`src/rtl/iic_pkg.sv`:
```
package iic_pkg;

  localparam int unsigned SLOT_STRIDE = 16'h040;

  // Offsets of the per-CPU registers: two in a low bank, two in a high bank.
  function automatic logic [15:0] slot_offset(input int unsigned idx);
    logic [15:0] base;
    base = (idx < 2) ? 16'h0380 : 16'h0700;
    return base + 16'(SLOT_STRIDE * (idx % 2));
  endfunction

endpackage

```
`src/rtl/iic_tick_edge.sv`:
```
module iic_tick_edge #(
  parameter int unsigned SYNC_STAGES = 2
) (
  input  logic clk,
  input  logic rst,
  input  logic tick_in,
  output logic tick_rise
);
  localparam int unsigned SH_W = SYNC_STAGES + 1;

  logic [SH_W-1:0] sh;

  always_ff @(posedge clk) begin
    if (rst) sh <= '0;
    else     sh <= {sh[SH_W-2:0], tick_in};
  end

  assign tick_rise = sh[SYNC_STAGES-1] & ~sh[SYNC_STAGES];


  single_rise_chk: assert property (@(posedge clk) disable iff (rst)
    tick_rise |=> !tick_rise);

endmodule

```
`src/rtl/iic_decode.sv`:
```
module iic_decode
  import iic_pkg::*;
#(
  parameter int unsigned NUM_CPU = 4,
  parameter int unsigned AW      = 12
) (
  input  logic               clk,
  input  logic               rst,
  input  logic [AW-1:0]      addr,
  output logic [NUM_CPU-1:0] sel,
  output logic               hit
);
  for (genvar g = 0; g < NUM_CPU; g++) begin : g_slot
    localparam logic [AW-1:0] OFS = AW'(slot_offset(g));
    assign sel[g] = (addr == OFS);
  end

  assign hit = |sel;


  sel_onehot_chk: assert property (@(posedge clk) disable iff (rst)
    $onehot0(sel));

endmodule

```
`src/rtl/iic_counter.sv`:
```
module iic_counter #(
  parameter int unsigned CNT_W = 24
) (
  input  logic           clk,
  input  logic           rst,
  input  logic           present,
  input  logic           tick,
  input  logic           wr_en,
  input  logic [CNT_W-1:0] wr_data,
  output logic [CNT_W:0] value,
  output logic           set_pulse,
  output logic           irq
);
  localparam int unsigned REG_W = CNT_W + 1;

  logic [REG_W-1:0] dec;
  logic [REG_W-1:0] nxt;
  logic             do_tick;

  always_comb begin
    dec     = value - 1'b1;
    nxt     = {value[CNT_W] | dec[CNT_W], dec[CNT_W-1:0]};
    do_tick = tick & present & ~wr_en;
  end

  always_ff @(posedge clk) begin
    if (rst) begin
      value     <= '0;
      set_pulse <= 1'b0;
      irq       <= 1'b0;
    end else if (wr_en) begin
      value     <= {1'b0, wr_data};
      set_pulse <= 1'b0;
      irq       <= 1'b0;
    end else if (do_tick) begin
      value     <= nxt;
      set_pulse <= nxt[CNT_W];
      irq       <= irq | nxt[CNT_W];
    end else begin
      set_pulse <= 1'b0;
    end
  end


  load_chk: assert property (@(posedge clk) disable iff (rst)
    wr_en |=> (value == {1'b0, $past(wr_data)}));

  wrap_chk: assert property (@(posedge clk) disable iff (rst)
    (do_tick && value[CNT_W-1:0] == '0) |=> (value == {REG_W{1'b1}}));

  ov_sticky_chk: assert property (@(posedge clk) disable iff (rst)
    (value[CNT_W] && !wr_en) |=> value[CNT_W]);

  pulse_needs_ov_chk: assert property (@(posedge clk) disable iff (rst)
    set_pulse |-> value[CNT_W]);

  irq_hold_chk: assert property (@(posedge clk) disable iff (rst)
    (irq && !wr_en) |=> irq);

  absent_frozen_chk: assert property (@(posedge clk) disable iff (rst)
    (!present && !wr_en) |=> ($stable(value) && !set_pulse));

endmodule

```
`src/rtl/iic_bank.sv`:
```
module iic_bank #(
  parameter int unsigned NUM_CPU     = 4,
  parameter int unsigned CNT_W       = 24,
  parameter int unsigned AW          = 12,
  parameter int unsigned DW          = 32,
  parameter int unsigned SYNC_STAGES = 2
) (
  input  logic               clk,
  input  logic               rst,
  input  logic               tick_in,
  input  logic [NUM_CPU-1:0] cpu_present,
  input  logic               csr_wr,
  input  logic               csr_rd,
  input  logic [AW-1:0]      csr_addr,
  input  logic [DW-1:0]      csr_wdata,
  output logic [DW-1:0]      csr_rdata,
  output logic [NUM_CPU-1:0] timer_set,
  output logic [NUM_CPU-1:0] timer_irq
);
  localparam int unsigned REG_W = CNT_W + 1;

  logic                          tick_rise;
  logic [NUM_CPU-1:0]            sel;
  logic                          hit;
  logic [NUM_CPU-1:0][REG_W-1:0] vals;
  logic [DW-1:0]                 rd_mux;

  iic_tick_edge #(.SYNC_STAGES(SYNC_STAGES)) u_edge (
    .clk(clk), .rst(rst), .tick_in(tick_in), .tick_rise(tick_rise)
  );

  iic_decode #(.NUM_CPU(NUM_CPU), .AW(AW)) u_dec (
    .clk(clk), .rst(rst), .addr(csr_addr), .sel(sel), .hit(hit)
  );

  for (genvar g = 0; g < NUM_CPU; g++) begin : g_cpu
    iic_counter #(.CNT_W(CNT_W)) u_cnt (
      .clk      (clk),
      .rst      (rst),
      .present  (cpu_present[g]),
      .tick     (tick_rise),
      .wr_en    (csr_wr & sel[g]),
      .wr_data  (csr_wdata[CNT_W-1:0]),
      .value    (vals[g]),
      .set_pulse(timer_set[g]),
      .irq      (timer_irq[g])
    );
  end

  always_comb begin
    rd_mux = '0;
    for (int i = 0; i < NUM_CPU; i++) begin
      if (sel[i]) rd_mux = rd_mux | DW'(vals[i]);
    end
  end

  always_ff @(posedge clk) begin
    if (rst)         csr_rdata <= '0;
    else if (csr_rd) csr_rdata <= rd_mux;
  end


  unmapped_read_chk: assert property (@(posedge clk) disable iff (rst)
    (csr_rd && !hit) |=> (csr_rdata == '0));

  rdata_hold_chk: assert property (@(posedge clk) disable iff (rst)
    !csr_rd |=> $stable(csr_rdata));

endmodule

```
`config.mk`:
```
export PLATFORM = sky130hd
export DESIGN_NAME = iic_bank
export DESIGN_NICKNAME = d
export VERILOG_FILES = /design/src/rtl/iic_pkg.sv /design/src/rtl/iic_tick_edge.sv /design/src/rtl/iic_decode.sv /design/src/rtl/iic_counter.sv /design/src/rtl/iic_bank.sv
export SDC_FILE = /design/constraint.sdc
export NUM_CORES = 1
export LEC_CHECK = 0
export BUFFER_PORTS_ARGS = -buffer_cell sky130_fd_sc_hd__buf_4
export CAP_MARGIN = 40
export CORE_MARGIN = 2
export CORE_UTILIZATION = 50
export DETAILED_ROUTE_END_ITERATION = 16
export GPL_TIMING_DRIVEN = 0
export PLACE_DENSITY_LB_ADDON = 0.12
export SETUP_SLACK_MARGIN = 0.02
export SLEW_MARGIN = 20
export SYNTH_ARGS = -nofsm -noshare
export SYNTH_HDL_FRONTEND = slang
export SYNTH_SLANG_ARGS = --single-unit
```
`constraint.sdc`:
```
create_clock -name clk -period 3.2 [get_ports clk]
set_clock_uncertainty 0.05 [all_clocks]
set_input_delay 0.64 -clock clk [delete_from_list [all_inputs] [get_ports clk]]
set_output_delay 0.64 -clock clk [all_outputs]
set_load 0.05 [all_outputs]
```
==> impl_metrics.env <==
export IMPL_outcome="finished, final reports clean"
export IMPL_firstDrtPassIters=5
export IMPL_cpPeakStageDelay_ps=670
export IMPL_power_switching_share_pct=27.82
export IMPL_fp_coreArea_sq_mm=0.01448
export IMPL_place_congestion=0.9334
export IMPL_cts_resized=0
export IMPL_cts_buffers=17
export IMPL_grt_ovfl_total=0
export IMPL_crit_top_cell="clkbuf_1"
export IMPL_timing_hold_violations_final=0
export IMPL_setup_slack_ps=692.0
export IMPL_post_cts_buffers=0
export IMPL_hp_class="in2reg"
export IMPL_power_density_mw_per_mm2=491.4
export IMPL_worstPathMaxFanout=10
export IMPL_hpwl_mm=17.81
export IMPL_path_class="in2reg"
export IMPL_synth_top_cell_area_share_pct=36.83
export IMPL_cts_tree="yes"
export IMPL_finalCritPeriodShare_pct=78.37
export IMPL_drcViolationCount=0
export IMPL_netlist_area_sq_mm=0.007392
export IMPL_clk_latency_ps=430
export IMPL_report_power_total_mw=4.302
export IMPL_wl_mm=23.26
export IMPL_p_int_mw=3.105
export IMPL_power_leakage_nw=3.187
export IMPL_die_w_um=125.6
export IMPL_antenna_found_initial=0
export IMPL_grt_pass1_vias=6483
export IMPL_htreeDepth=4
export IMPL_cp_buffers_inverters=4
export IMPL_wl_per_cell_um=19.54
export IMPL_p_comb_share_pct=15.4
export IMPL_synth_area_top_cells="dfxtp_1 (37%), a211oi_1 (9.0%), xnor2_1 (8.4%)"
export IMPL_max_cap_violations=0
export IMPL_final_setup_tns_ps=0
export IMPL_drive_gt1_share_pct=13.92
export IMPL_synthesis_instances=894
export IMPL_synth_ff_type="dfxtp_1"
export IMPL_start_util_pct=51.05
export IMPL_antenna_cells=0
export IMPL_place_worst_setup_slack_ps=330.5
export IMPL_min_period_ps=2508
export IMPL_fillers=1312
export IMPL_die_area_sq_mm=0.01577
export IMPL_synth_most_common_cell="nor2_1"
export IMPL_tightest_slew_ps=826.2
export IMPL_yosysWarnings=0
export IMPL_crit_arrival_ps=2780
export IMPL_cts_hold_buf=0
export IMPL_track_usage_pct=29.48
export IMPL_cp_end_kind="flop"
export IMPL_max_freq_ghz=0.3987
export IMPL_path_cells="clkbuf_1 -> clkbuf_1 -> nand4_1 -> clkbuf_1 -> clkbuf_1 -> a211oi_1"
export IMPL_power_frac_seq_pct=42.6
export IMPL_ys_seq_area_share_pct=36.83
export IMPL_final_setup_viol_count=0
export IMPL_fin_nets=1053
export IMPL_synth_edf_count=0
export IMPL_rsz0062_at_grt="false"
export IMPL_via_per_inst=5.935
export IMPL_switchingPower_mw=1.197
export IMPL_root_buffer="clkbuf_16"
export IMPL_maxSlewViolCount=0
export IMPL_path_clk_slew_ps=50
export IMPL_slew_headroom_pct=44.92
export IMPL_syn_to_final_growth_pct=18.45
export IMPL_pwr_share_clk_pct=42.0
export IMPL_drtIter0Drc=691
export IMPL_vias=7063
export IMPL_yosysTopAreaCell="dfxtp_1"
export IMPL_num_rows=44
export IMPL_grt_pass1_wl_mm=36.33
export IMPL_ant_nets=0
export IMPL_syn_avg_cell_area_sq_um=8.269
export IMPL_numPortBuffers=74
export IMPL_synth_commonest_cells="nor2_1 (148), dfxtp_1 (136), a211oi_1 (89)"
export IMPL_cts_buffer_depth=2
export IMPL_cts_sinks=136
export IMPL_synth_async_reset_ratio_pct=0
export IMPL_slowest_stage="clkbuf_1"
export IMPL_ir_worst_vdd_mv=0.3377
export IMPL_crit_family="buffers and inverters"
export IMPL_placed_cells=1159
export IMPL_ys_types=49
export IMPL_finalNonFillerCells=1190
export IMPL_grt_max_degree=17
export IMPL_cp_data_required_time_ps=3470
export IMPL_die_h_um=125.6
export IMPL_startpoint_type="primary input"
export IMPL_ys_seq_elements=136
export IMPL_io_pins=93
==> per-layer routing <==
| metal | global-route usage [%] | wire length (um) | vias up |
|---|---|---|---|
| met4 | 10.26 | 488 | 0 |
| met1 | 41.56 | 10120 | 3317 |
| met5 | 0 | 0 | - |
| li1 | - | - | 3428 |
| met2 | 46.17 | 10730 | 280 |
| met3 | 4.365 | 1922 | 38 |
==> worst reg2reg max path: cells and delay by family (launching register included) <==
family / cells / cell delay, ps
and+or+nand+nor: 3 / 1330
DFF: 1 / 350
AOI/OAI and AO/OA: 1 / 220
adders and majority gates: 1 / 200
xor gates and xnor gates: 1 / 110
buffers and inverters: 1 / 70
==> cell usage in the layout, fill, tap and decap left out, drive strengths merged, types with 17 or more instances in the layout <==
cell type  netlist  layout
nor2           148     148
dfxtp          136     136
buf             27     102
a211oi          91      91
clkbuf          54      82
xnor2           71      71
nand2           68      68
nor3            50      50
nor4            37      37
mux2i           28      28
a311oi          24      24
o2bb2ai         20      20
xor2            17      17
==> power groups by stage <==
stage / registers, mW / clock network (mW) / logic (mW)
floorplan: 1.90 / 0 / 0.405
finish: 1.83 / 1.81 / 0.663
detailed placement: 1.87 / 0 / 0.652
global route: 1.84 / 1.89 / 0.712
global placement: 1.86 / 0 / 0.648
CTS: 1.83 / 1.81 / 0.656
==> cell families after synthesis <==
logic type	synth area share [%]
AO/OA/AOI/OAI	16.69
XOR/XNOR	10.43
adder cells (fa/ha/maj)	0.6771
buffers and inverters	5.586
flip-flops	36.83
multiplexers	3.791
other	0.05073
AND/OR/NAND/NOR	25.95
==> sequential cells by signal, indices dropped and copies added, names as in the netlist <==
name,cells
g_cpu.u_cnt.value,100
csr_rdata,25
g_cpu.u_cnt.irq,4
g_cpu.u_cnt.set_pulse,4
u_edge.sh,3
==> final cells by class <==
class                   count  area (sq um)  area share [%]
plain buffers              81         367.9           4.201
clock buffers              26         519.2           5.930
clock inverters             3         15.01          0.1715
inverters                  12         45.04          0.5144
multi-input cells         671          4279           48.87
flip-flops and latches    136          2723           31.09
well taps                 184         230.2           2.629
repair buffers             77         576.8           6.588
==> stage by stage <==
stage | hold WS, ps | instance area [sq um] | util, %
2_1_floorplan | 363.8 | 7415 | -
3_3_place_gp | 402.9 | 8200 | 56.64
3_5_place_dp | 402.4 | 8212 | 56.71
4_1_cts | 382.1 | 8746 | 60.40
5_1_grt | 402.3 | 8756 | 60.47
6_report | 379.2 | 8756 | 60.47
==> worst paths after layout <==
kind	cells past startpoint	slack (ps)	from	endpoint
worst max register to register	7	790	g_cpu[1].u_cnt.value[0]$_SDFFE_PP0P_	g_cpu[1].u_cnt.value[18]$_SDFFE_PP0P_
worst min register to register	2	410	g_cpu[1].u_cnt.irq$_SDFFE_PP0N_	g_cpu[1].u_cnt.irq$_SDFFE_PP0N_
worst min-delay path	2	380	tick_in	u_edge.sh[0]$_SDFF_PP0_
worst max-delay path	6	690	csr_addr[6]	g_cpu[1].u_cnt.value[15]$_SDFFE_PP0P_
(Power assumes the default switching activity.)
